--- src/rtl/afe_pwr_pkg.sv ---
package afe_pwr_pkg;

  // Mode code is {suspend, pwd}.
  typedef enum logic [1:0] {
    MODE_ACTIVE  = 2'b00,
    MODE_CONFIG  = 2'b01,
    MODE_LISTEN  = 2'b10,
    MODE_STANDBY = 2'b11
  } pmode_t;

  function automatic pmode_t decode_mode(input logic susp, input logic pwd);
    pmode_t m;
    case ({susp, pwd})
      2'b00:   m = MODE_ACTIVE;
      2'b01:   m = MODE_CONFIG;
      2'b10:   m = MODE_LISTEN;
      default: m = MODE_STANDBY;
    endcase
    return m;
  endfunction

  function automatic logic mode_clk_on(input pmode_t m);
    return (m == MODE_ACTIVE) || (m == MODE_CONFIG);
  endfunction

  function automatic logic mode_ana_off(input pmode_t m);
    return m != MODE_ACTIVE;
  endfunction

  function automatic logic mode_dig_off(input pmode_t m);
    return (m == MODE_LISTEN) || (m == MODE_STANDBY);
  endfunction

  function automatic logic mode_tone_ok(input pmode_t m);
    return m == MODE_LISTEN;
  endfunction

endpackage

--- src/rtl/afe_pwr_sync.sv ---
module afe_pwr_sync #(
  parameter int           WIDTH   = 2,
  parameter int           STAGES  = 2,
  parameter logic [WIDTH-1:0] RST_VAL = '1
) (
  input  logic             clk,
  input  logic             rst_n,
  input  logic [WIDTH-1:0] d,
  output logic [WIDTH-1:0] q
);
  logic [WIDTH-1:0] stg [STAGES];

  generate
    for (genvar g = 0; g < STAGES; g++) begin : g_stage
      if (g == 0) begin : g_first
        always_ff @(posedge clk or negedge rst_n) begin
          if (!rst_n) stg[g] <= RST_VAL;
          else        stg[g] <= d;
        end
      end else begin : g_next
        always_ff @(posedge clk or negedge rst_n) begin
          if (!rst_n) stg[g] <= RST_VAL;
          else        stg[g] <= stg[g-1];
        end
      end
    end
  endgenerate

  assign q = stg[STAGES-1];
endmodule

--- src/rtl/afe_pwr_settle.sv ---
module afe_pwr_settle #(
  parameter int CYCLES = 70656
) (
  input  logic clk,
  input  logic rst_n,
  input  logic osc_ready,
  output logic settled
);
  localparam int CW = (CYCLES < 2) ? 1 : $clog2(CYCLES);
  localparam logic [CW-1:0] LAST = CW'(CYCLES - 1);

  logic [CW-1:0] cnt;
  logic          count_en;

  assign count_en = osc_ready && !settled;

  always_ff @(posedge clk or negedge rst_n) begin
    if (!rst_n) begin
      cnt     <= '0;
      settled <= 1'b0;
    end else if (count_en) begin
      if (cnt == LAST) settled <= 1'b1;
      else             cnt     <= cnt + 1'b1;
    end
  end
endmodule

--- src/rtl/afe_pwr_wake.sv ---
module afe_pwr_wake (
  input  logic clk,
  input  logic rst_n,
  input  logic armed,
  input  logic hit,
  input  logic clear,
  output logic set_evt,
  output logic flag
);
  assign set_evt = armed && hit;

  always_ff @(posedge clk or negedge rst_n) begin
    if (!rst_n)       flag <= 1'b0;
    else if (clear)   flag <= 1'b0;
    else if (set_evt) flag <= 1'b1;
  end
endmodule

--- src/rtl/afe_power_ctrl.sv ---
module afe_power_ctrl
  import afe_pwr_pkg::*;
#(
  parameter int SETTLE_CYCLES = 70656,
  parameter int SYNC_STAGES   = 2
) (
  input  logic clk,
  input  logic rst_n,
  input  logic osc_ready,
  input  logic suspend_in,
  input  logic pwd_in,
  input  logic sleep_en,
  input  logic tone_sel,
  input  logic tone_hit,
  output logic clk_out_en,
  output logic ana_pd,
  output logic dig_pd,
  output logic tone_det_en,
  output logic tone_sel_out,
  output logic wake_flag
);
  localparam int PIN_W = 2;

  logic [PIN_W-1:0] pins_s;
  logic             settled;
  pmode_t           mode_q;
  logic             wake_set_evt;
  logic             wake_clr_evt;

  afe_pwr_sync #(
    .WIDTH  (PIN_W),
    .STAGES (SYNC_STAGES),
    .RST_VAL(2'b11)
  ) i_sync (
    .clk  (clk),
    .rst_n(rst_n),
    .d    ({suspend_in, pwd_in}),
    .q    (pins_s)
  );

  afe_pwr_settle #(
    .CYCLES(SETTLE_CYCLES)
  ) i_settle (
    .clk      (clk),
    .rst_n    (rst_n),
    .osc_ready(osc_ready),
    .settled  (settled)
  );

  assign mode_q = decode_mode(pins_s[1], pins_s[0]);

  assign clk_out_en   = settled && mode_clk_on(mode_q);
  assign ana_pd       = !settled || mode_ana_off(mode_q);
  assign dig_pd       = !settled || mode_dig_off(mode_q);
  assign tone_det_en  = settled && mode_tone_ok(mode_q) && sleep_en;
  assign tone_sel_out = tone_sel;

  assign wake_clr_evt = (mode_q == MODE_ACTIVE);

  afe_pwr_wake i_wake (
    .clk    (clk),
    .rst_n  (rst_n),
    .armed  (tone_det_en),
    .hit    (tone_hit),
    .clear  (wake_clr_evt),
    .set_evt(wake_set_evt),
    .flag   (wake_flag)
  );
endmodule

--- config.mk ---
export PLATFORM = sky130hd
export DESIGN_NAME = afe_power_ctrl
export DESIGN_NICKNAME = d
export VERILOG_FILES = /design/src/rtl/afe_pwr_pkg.sv /design/src/rtl/afe_pwr_sync.sv /design/src/rtl/afe_pwr_settle.sv /design/src/rtl/afe_pwr_wake.sv /design/src/rtl/afe_power_ctrl.sv
export SDC_FILE = /design/constraint.sdc
export NUM_CORES = 1
export LEC_CHECK = 0
export BUFFER_PORTS_ARGS = -buffer_cell sky130_fd_sc_hd__buf_2
export CAP_MARGIN = 0
export CORE_MARGIN = 1
export CORE_UTILIZATION = 45
export CTS_BUF_LIST = sky130_fd_sc_hd__clkbuf_2
export CTS_CLUSTER_SIZE = 12
export DETAILED_ROUTE_END_ITERATION = 10
export SYNTH_ARGS = -nofsm -noshare
export SYNTH_HDL_FRONTEND = slang
export SYNTH_HIERARCHICAL = 1
export SYNTH_SLANG_ARGS = --single-unit
--- constraint.sdc ---
create_clock -name clk -period 2.7 [get_ports clk]
set_input_delay 0.135 -clock clk [delete_from_list [all_inputs] [get_ports clk]]
set_output_delay 0.135 -clock clk [all_outputs]
set_load 0.1 [all_outputs]
==> results of run 1 <==
==> flip-flops by register name (all words and copies together), names as in the netlist <==
| signal | cells |
|---|---|
| i_sync/q | 2 |
| i_wake/flag | 1 |
| i_settle/cnt | 17 |
| i_settle/settled | 1 |
| i_sync/stg | 2 |
==> metal layers <==
layer | share of wire, % | global-route usage (%) | routed length, um | up-vias
li1 | - | - | - | 392
met1 | 48 | 25.4 | 982 | 383
met2 | 47 | 29.0 | 956 | 22
met3 | 4.1 | 6.43 | 84 | 9
met4 | 1.3 | 6.31 | 26 | 0
met5 | 0 | 0 | 0 | -
==> per-stage QoR <==
stage / total power [mW] / cell area [sq um]
floorplan: 0.566 / 1100
global placement: 0.598 / 1150
detailed placement: 0.603 / 1150
CTS: 0.747 / 1200
global route: 0.799 / 1210
finish: 0.743 / 1210
==> power by group through the flow <==
stage | Clock, mW | Combinational [mW] | Sequential [mW]
2_1_floorplan | 0 | 0.115 | 0.451
5_1_grt | 0.163 | 0.163 | 0.473
3_5_place_dp | 0 | 0.135 | 0.469
6_report | 0.141 | 0.138 | 0.464
4_1_cts | 0.146 | 0.138 | 0.463
3_3_place_gp | 0 | 0.134 | 0.463
==> final timing paths <==
check	slack [ps]	from	end
max	930	i_settle/cnt[1]	i_settle/cnt[10]
min	20	tone_hit	i_wake/flag
min in group asynchronous	240	rst_n	i_settle/settled
max reg2reg	930	i_settle/cnt[1]	i_settle/cnt[10]
min reg2reg	370	i_sync/stg[2]	i_sync/q[0]
max in group asynchronous	2100	rst_n	i_sync/q[0]
==> worst max-delay path, delay by kind of cell, from the launching register on <==
family | cells | cell delay, ps
adder cells (fa/ha/maj) | 1 | 200
AND/OR/NAND/NOR | 4 | 1080
flip-flops | 1 | 450
==> area by class of cell <==
type                    count  area [sq um]
flip-flops and latches     23           581
clock buffers               3          15.0
fillers                   225          1040
multi-input cells          72           480
well taps                  28          35.0
repair buffers             15          95.1
clock inverters             1          7.51
==> results.sh, run 1 <==
export IMPL_hold_path_class="in2reg"
export IMPL_hpwl_mm=1.46
export IMPL_cts_sinks=23
export IMPL_crit_arrival_ps=2080
export IMPL_timing_final_crit_period_ps=1770
export IMPL_grt_overflow=0
export IMPL_clockBufferDepth=2
export IMPL_switching_share_pct=32.0
export IMPL_fmax_mhz=566
export IMPL_ios=14
export IMPL_htree_levels=1
export IMPL_syn_area_per_cell_sq_um=10.9
export IMPL_grt_max_degree=24
export IMPL_worst_slack_ps=933
export IMPL_synth_nets=110
export IMPL_crit_type="reg2reg"
export IMPL_die_area_sq_mm=0.00266
export IMPL_drive_gt1_share_pct=24.6
export IMPL_synthesis_area_sq_mm=0.00110
export IMPL_period_share_pct=65.4
export IMPL_max_vdd_ir_drop_mv=0.353
export IMPL_holdWs_ps=15.5
export IMPL_cp_slowest_cell="dfrtp_1"
export IMPL_internal_power_uw=505
export IMPL_fp_dieH_um=51.6
export IMPL_synth_cells=101
export IMPL_layout_common_cells="dfrtp_1, buf_2, nand3_1, nand2_1"
export IMPL_cp_end_kind="register"
export IMPL_crit_path_cell_trace="ha_1 > and4b_1 > nand3_1 > or4_1 > nand2_1"
export IMPL_leakagePower_nw=0.522
export IMPL_finalClockSkew_ps=17.8
export IMPL_cts_root_buf="clkbuf_2"
export IMPL_rows=17
export IMPL_design_core_area_sq_mm=0.00225
export IMPL_setup_viol=0
export IMPL_yosysWarnings=6
export IMPL_drt_total_wl_mm=2.05
export IMPL_fin_setup_tns_ps=0
export IMPL_post_cts_repair_setup_buffers=0
export IMPL_fin_nets=124
export IMPL_viasPerCell=5.68
export IMPL_rsz0062_at_grt="false"
export IMPL_grt_pass1_vias=816
export IMPL_fin_cells=142
export IMPL_drv_cap=0
export IMPL_final_common_cell="dfrtp_1"
export IMPL_final_hold_viol_count=0
export IMPL_hold_buffers=3
export IMPL_power_frac_clock_pct=18.9
export IMPL_drc=0
export IMPL_crit_fanout=7
export IMPL_start_util_pct=49.0
export IMPL_p_seq_share_pct=62.5
export IMPL_gp_congestion=0.804
export IMPL_die_w_um=51.6
export IMPL_maxSlewViolCount=0
export IMPL_outcome="finished, final reports clean"
export IMPL_diodes=0
export IMPL_power_switching_uw=238
export IMPL_drtIter0Drc=35
export IMPL_cts_made_buffers=3
export IMPL_required_ps=3010
export IMPL_drtAntennaViolNets=0
export IMPL_cts_resized_gates=0
export IMPL_placedCellCount=134
export IMPL_grt_pass1_wl_mm=3.61
export IMPL_slowest_delay_ps=450
export IMPL_syn2layout_area_growth_pct=9.85
export IMPL_dr_pass1_iters=7
export IMPL_dp_slack_ps=974
export IMPL_holdPathStages=3
export IMPL_fin_util_pct=53.8
export IMPL_antenna_found_initial=0
export IMPL_track_usage_pct=19.0
export IMPL_start_kind="register"
export IMPL_wl_per_cell_um=14.4
export IMPL_clock_latency_ps=350
export IMPL_cts_reportedPaths_clkPinSlew_ps=230
export IMPL_tightestPinTransition_ps=493
export IMPL_via_count=806
export IMPL_relSlewSlack_pct=67.1
export IMPL_cts_tree="done"
export IMPL_ff2ff_path_depth=5
export IMPL_io_buffers=11
export IMPL_power_frac_comb_pct=18.6
export IMPL_p_per_area_mw_per_mm2=612
No activity file was read; power rests on OpenSTA's default activity.
==> inputs of run 2 (changes only) <==
--- a/config.mk
+++ b/config.mk
@@ -12,6 +12,7 @@
 export CTS_BUF_LIST = sky130_fd_sc_hd__clkbuf_2
 export CTS_CLUSTER_SIZE = 12
 export DETAILED_ROUTE_END_ITERATION = 10
+export PLACE_DENSITY = 0.67
 export SYNTH_ARGS = -nofsm -noshare
 export SYNTH_HDL_FRONTEND = slang
 export SYNTH_HIERARCHICAL = 1
==> constraint.sdc (replaced) <==
create_clock -name clk -period 1.58 [get_ports clk]
set_input_delay 0.079 -clock clk [delete_from_list [all_inputs] [get_ports clk]]
set_output_delay 0.079 -clock clk [all_outputs]
set_load 0.1 [all_outputs]
==> results.sh, run 2 (synthesis gave the netlist of run 1 again) <==
export IMPL_outcome="finished, final reports clean"
export IMPL_final_common_cell="buf_4"
export IMPL_track_usage_pct=20.0
export IMPL_antenna_found_initial=0
export IMPL_drtAntennaViolNets=0
export IMPL_postLayoutCellArea_sq_mm=0.00142
export IMPL_gp_congestion=0.888
export IMPL_largest_register_ffs=17
export IMPL_design_core_area_sq_mm=0.00225
export IMPL_finalClockSkew_ps=3.46
export IMPL_crit_arrival_ps=1800
export IMPL_regMostFlops="i_settle/cnt"
export IMPL_holdWs_ps=158
export IMPL_cts_root_buf="clkbuf_2"
export IMPL_grt_pass1_wl_mm=3.76
export IMPL_crit_type="reg2reg"
export IMPL_slowest_delay_ps=450
export IMPL_htree_levels=1
export IMPL_hpwl_mm=1.57
export IMPL_diodes=0
export IMPL_cts_tree="done"
export IMPL_via_count=863
export IMPL_cp_slowest_cell="dfrtp_1"
export IMPL_max_vdd_ir_drop_mv=0.615
export IMPL_start_kind="register"
export IMPL_clock_latency_ps=330
export IMPL_wl_per_cell_um=14.3
export IMPL_fin_nets=143
export IMPL_cts_made_buffers=3
export IMPL_syn2layout_area_growth_pct=28.1
export IMPL_ios=14
export IMPL_io_buffers=11
export IMPL_grt_max_degree=24
export IMPL_clockBufferDepth=2
export IMPL_rows=17
export IMPL_timing_final_crit_period_ps=1560
export IMPL_viasPerCell=5.36
export IMPL_fp_dieH_um=51.6
export IMPL_layout_common_cells="buf_4, dfrtp_1, nand2_1"
export IMPL_fin_setup_tns_ps=0
export IMPL_tightestPinTransition_ps=502
export IMPL_hold_path_class="in2out"
export IMPL_grt_pass1_vias=832
export IMPL_setup_viol=0
export IMPL_die_area_sq_mm=0.00266
export IMPL_required_ps=1820
export IMPL_place_area_sq_mm=0.00126
export IMPL_leakagePower_nw=0.634
export IMPL_drv_cap=0
export IMPL_grt_overflow=0
export IMPL_period_share_pct=98.8
export IMPL_cp_end_kind="register"
export IMPL_cts_sinks=23
export IMPL_die_w_um=51.6
export IMPL_fmax_mhz=641
export IMPL_drc=0
export IMPL_dr_pass1_iters=4
export IMPL_crit_path_cell_trace="ha_2 > and2_4 > nand4_1 > o21ai_2 > mux2_4"
export IMPL_drt_total_wl_mm=2.30
export IMPL_drive_gt1_share_pct=40.6
export IMPL_maxSlewViolCount=0
export IMPL_crit_fanout=3
export IMPL_rsz0062_at_grt="true"
export IMPL_relSlewSlack_pct=66.6
export IMPL_drtIter0Drc=15
export IMPL_final_hold_viol_count=0
export IMPL_p_per_area_mw_per_mm2=1020
export IMPL_start_util_pct=49.0
export IMPL_cts_reportedPaths_clkPinSlew_ps=200
==> run 2: per-stage QoR <==
step | total power [mW] | util, % | instances | setup WS, ps
after global routing | 1.53 | 62.8 | 161 | -45.5
after CTS | 1.37 | 60.0 | 158 | -1.17
final | 1.44 | 62.8 | 161 | 19.4
after detailed placement | 1.09 | 55.7 | 146 | -17.2
after global placement | 1.07 | 55.7 | 146 | 35.8
after floorplan | 0.968 | - | 101 | 58.1
==> run 2: cell type report <==
type / count / area (sq um)
clock inverter: 1 / 5.00
tap: 28 / 35.0
clock buffer: 3 / 15.0
fill: 189 / 840
multi-input combinational: 72 / 517
timing repair buffer: 34 / 263
sequential: 23 / 581
==> run 2: metal layers <==
layer	vias to the layer above	track usage, %	share of wire, %
met4	0	5.41	0.70
met2	18	31.8	47
met1	416	26.4	49
li1	427	-	-
met5	-	0	0
met3	2	6.14	3.4
==> run 2: power by group <==
| part | internal, mW | total (mW) | switching, mW |
|---|---|---|---|
| sequential | 0.688 | 0.777 | 0.0887 |
| combinational | 0.241 | 0.434 | 0.193 |
| clock | 0.0574 | 0.231 | 0.174 |
==> run 2: path summary, 6_finish.rpt <==
kind | slack (ps) | end | startpoint | cells after the start
worst max-delay path | 20 | i_settle/cnt[1] | i_settle/cnt[1] | 5
min in group asynchronous | 210 | i_settle/cnt[2] | rst_n | 2
worst min-delay path | 160 | tone_sel_out | tone_sel | 0
max in group asynchronous | 1020 | i_sync/q[0] | rst_n | 2
worst max register to register | 20 | i_settle/cnt[1] | i_settle/cnt[1] | 5
worst min register to register | 370 | i_sync/q[1] | i_sync/stg[3] | 0
==> run 2: critical path: cells and delay by family, from the launching register on <==
kind | cells | cell delay [ps]
multiplexers | 1 | 320
adder cells (fa/ha/maj) | 1 | 220
AND/OR/NAND/NOR | 2 | 280
AO/OA/AOI/OAI | 1 | 200
flip-flops | 1 | 450
==> run 2: what timing repair did <==
| action | 4_1_cts | 5_1_grt |
|---|---|---|
| resized for setup | 1 | 15 |
| endpoints found under the hold margin | 23 | 0 |
| setup endpoints to repair | 2 | 15 |
| hold buffers | 5 | 0 |
| setup buffers | 3 | 3 |
| pin swaps | 4 | 4 |
==> inputs of run 3 (changes only) <==
--- a/config.mk
+++ b/config.mk
@@ -7,12 +7,14 @@
 export LEC_CHECK = 0
 export BUFFER_PORTS_ARGS = -buffer_cell sky130_fd_sc_hd__buf_2
 export CAP_MARGIN = 0
+export CELL_PAD_IN_SITES_DETAIL_PLACEMENT = 1
+export CELL_PAD_IN_SITES_GLOBAL_PLACEMENT = 2
 export CORE_MARGIN = 1
-export CORE_UTILIZATION = 45
+export CORE_UTILIZATION = 35
 export CTS_BUF_LIST = sky130_fd_sc_hd__clkbuf_2
 export CTS_CLUSTER_SIZE = 12
 export DETAILED_ROUTE_END_ITERATION = 10
-export PLACE_DENSITY = 0.67
+export PLACE_DENSITY_LB_ADDON = 0.1
 export SYNTH_ARGS = -nofsm -noshare
 export SYNTH_HDL_FRONTEND = slang
 export SYNTH_HIERARCHICAL = 1
==> constraint.sdc (replaced) <==
create_clock -name clk -period 1.58 [get_ports clk]
set_input_delay 0 -clock clk [delete_from_list [all_inputs] [get_ports clk]]
set_output_delay 0 -clock clk [all_outputs]
set_load 0.1 [all_outputs]
==> results.sh, run 3 (synthesis gave the netlist of run 1 again) <==
export IMPL_cts_root_buf="clkbuf_2"
export IMPL_regMostFlops="i_settle/cnt"
export IMPL_rsz0062_at_grt="true"
export IMPL_setup_viol=0
export IMPL_crit_arrival_ps=1810
export IMPL_relSlewSlack_pct=65.0
export IMPL_hold_path_class="in2out"
export IMPL_start_kind="register"
export IMPL_max_vdd_ir_drop_mv=0.319
export IMPL_crit_fanout=2
export IMPL_die_area_sq_mm=0.00339
export IMPL_die_w_um=58.2
export IMPL_ios=14
export IMPL_antenna_found_initial=0
export IMPL_design_core_area_sq_mm=0.00303
export IMPL_final_common_cell="buf_4"
export IMPL_wl_per_cell_um=14.0
export IMPL_clock_latency_ps=330
export IMPL_finalClockSkew_ps=2.07
export IMPL_fin_cells=184
export IMPL_drv_cap=0
export IMPL_grt_max_degree=24
export IMPL_gp_congestion=0.714
export IMPL_placedCellCount=168
export IMPL_maxSlewViolCount=0
export IMPL_fin_nets=150
export IMPL_final_hold_viol_count=0
export IMPL_hpwl_mm=1.90
export IMPL_outcome="finished, final reports clean"
export IMPL_required_ps=1830
export IMPL_htree_levels=1
export IMPL_syn2layout_area_growth_pct=34.0
export IMPL_fp_dieH_um=58.2
export IMPL_io_buffers=11
export IMPL_viasPerCell=4.90
export IMPL_drive_gt1_share_pct=45.0
export IMPL_grt_overflow=0
export IMPL_drt_total_wl_mm=2.59
export IMPL_layout_common_cells="buf_4, dfrtp_1, buf_2"
export IMPL_cts_made_buffers=3
export IMPL_largest_register_ffs=17
export IMPL_cts_reportedPaths_clkPinSlew_ps=210
export IMPL_grt_pass1_wl_mm=4.55
export IMPL_cts_tree="done"
export IMPL_nFillCells=343
export IMPL_timing_final_crit_period_ps=1560
export IMPL_cp_end_kind="register"
export IMPL_start_util_pct=36.5
export IMPL_period_share_pct=99.0
export IMPL_tightestPinTransition_ps=525
export IMPL_drc=0
export IMPL_drtIter0Drc=23
export IMPL_drtAntennaViolNets=0
export IMPL_power_total_mw=1.48
export IMPL_rows=20
export IMPL_via_count=901
export IMPL_grt_pass1_vias=954
export IMPL_dr_pass1_iters=4
export IMPL_p_per_area_mw_per_mm2=1000
export IMPL_leakagePower_nw=0.663
export IMPL_clockBufferDepth=2
export IMPL_track_usage_pct=18.2
export IMPL_crit_type="reg2reg"
export IMPL_cts_sinks=23
export IMPL_diodes=0
export IMPL_fmax_mhz=639
==> run 3: cell types whose count changed in the layout (fill, tap and decap cells not counted), sizes merged <==
cell / delta
buf: +8
clkbuf: -1
==> run 3: per-layer routing <==
metal | wire length, um | vias to the layer above | global-route usage, %
met5 | 0 | - | 0
met4 | 39 | 0 | 6.12
met3 | 46 | 4 | 2.68
met2 | 1260 | 8 | 27.9
met1 | 1240 | 448 | 26.2
li1 | - | 441 | -
==> run 3: final timing paths <==
kind                       slack (ps)        startpoint               end  cells after the start
hold reg to reg                   370     i_sync/stg[2]       i_sync/q[0]                      0
hold / removal                   0.04          tone_sel      tone_sel_out                      0
setup reg to reg                   20  i_settle/cnt[14]   i_settle/cnt[1]                      4
setup / recovery                   20  i_settle/cnt[14]   i_settle/cnt[1]                      4
min in group asynchronous         140             rst_n  i_settle/cnt[15]                      2
max in group asynchronous        1080             rst_n     i_sync/stg[3]                      2
==> run 3: power by group <==
group          total (mW)  internal, mW  switching, mW
Clock               0.233        0.0574          0.175
Combinational       0.485         0.282          0.203
Sequential          0.767         0.688         0.0787
==> run 3: layout make-up <==
class | instances | area (sq um) | area share [%]
Clock inverter | 1 | 5.00 | 0.338
Clock buffer | 3 | 15.0 | 1.01
Tap cell | 44 | 55.1 | 3.72
Multi-Input combinational cell | 72 | 529 | 35.8
Sequential cell | 23 | 581 | 39.2
Timing Repair Buffer | 41 | 295 | 19.9
==> run 3: repair_timing <==
item | CTS | global route
pin swaps | 0 | 4
buffers inserted | 3 | 4
hold endpoints to repair | 27 | 0
endpoints found under the setup margin | 3 | 14
hold buffers | 5 | 0
resized for setup | 1 | 14
==> run 3: per-stage QoR <==
step | TNS (ps) | area (sq um) | setup slack, ps | util (%) | hold slack (ps)
global placement | 0 | 1310 | 17.4 | 43.1 | 1.18
global route | -108 | 1480 | -75.0 | 48.9 | 0.236
detailed placement | -2.87 | 1310 | -2.87 | 43.1 | 1.18
floorplan | 0 | 1100 | 58.1 | - | -296
CTS | 0 | 1400 | 2.77 | 46.3 | 1.18
finish | 0 | 1480 | 16.2 | 48.9 | 0.0439
==> run 3: worst max-delay path, stage by stage (launching register included) <==
cell and delay, ps:
dfrtp_1 460, nor4b_4 290, nand4_1 190, o21ai_2 230, mux2_4 320
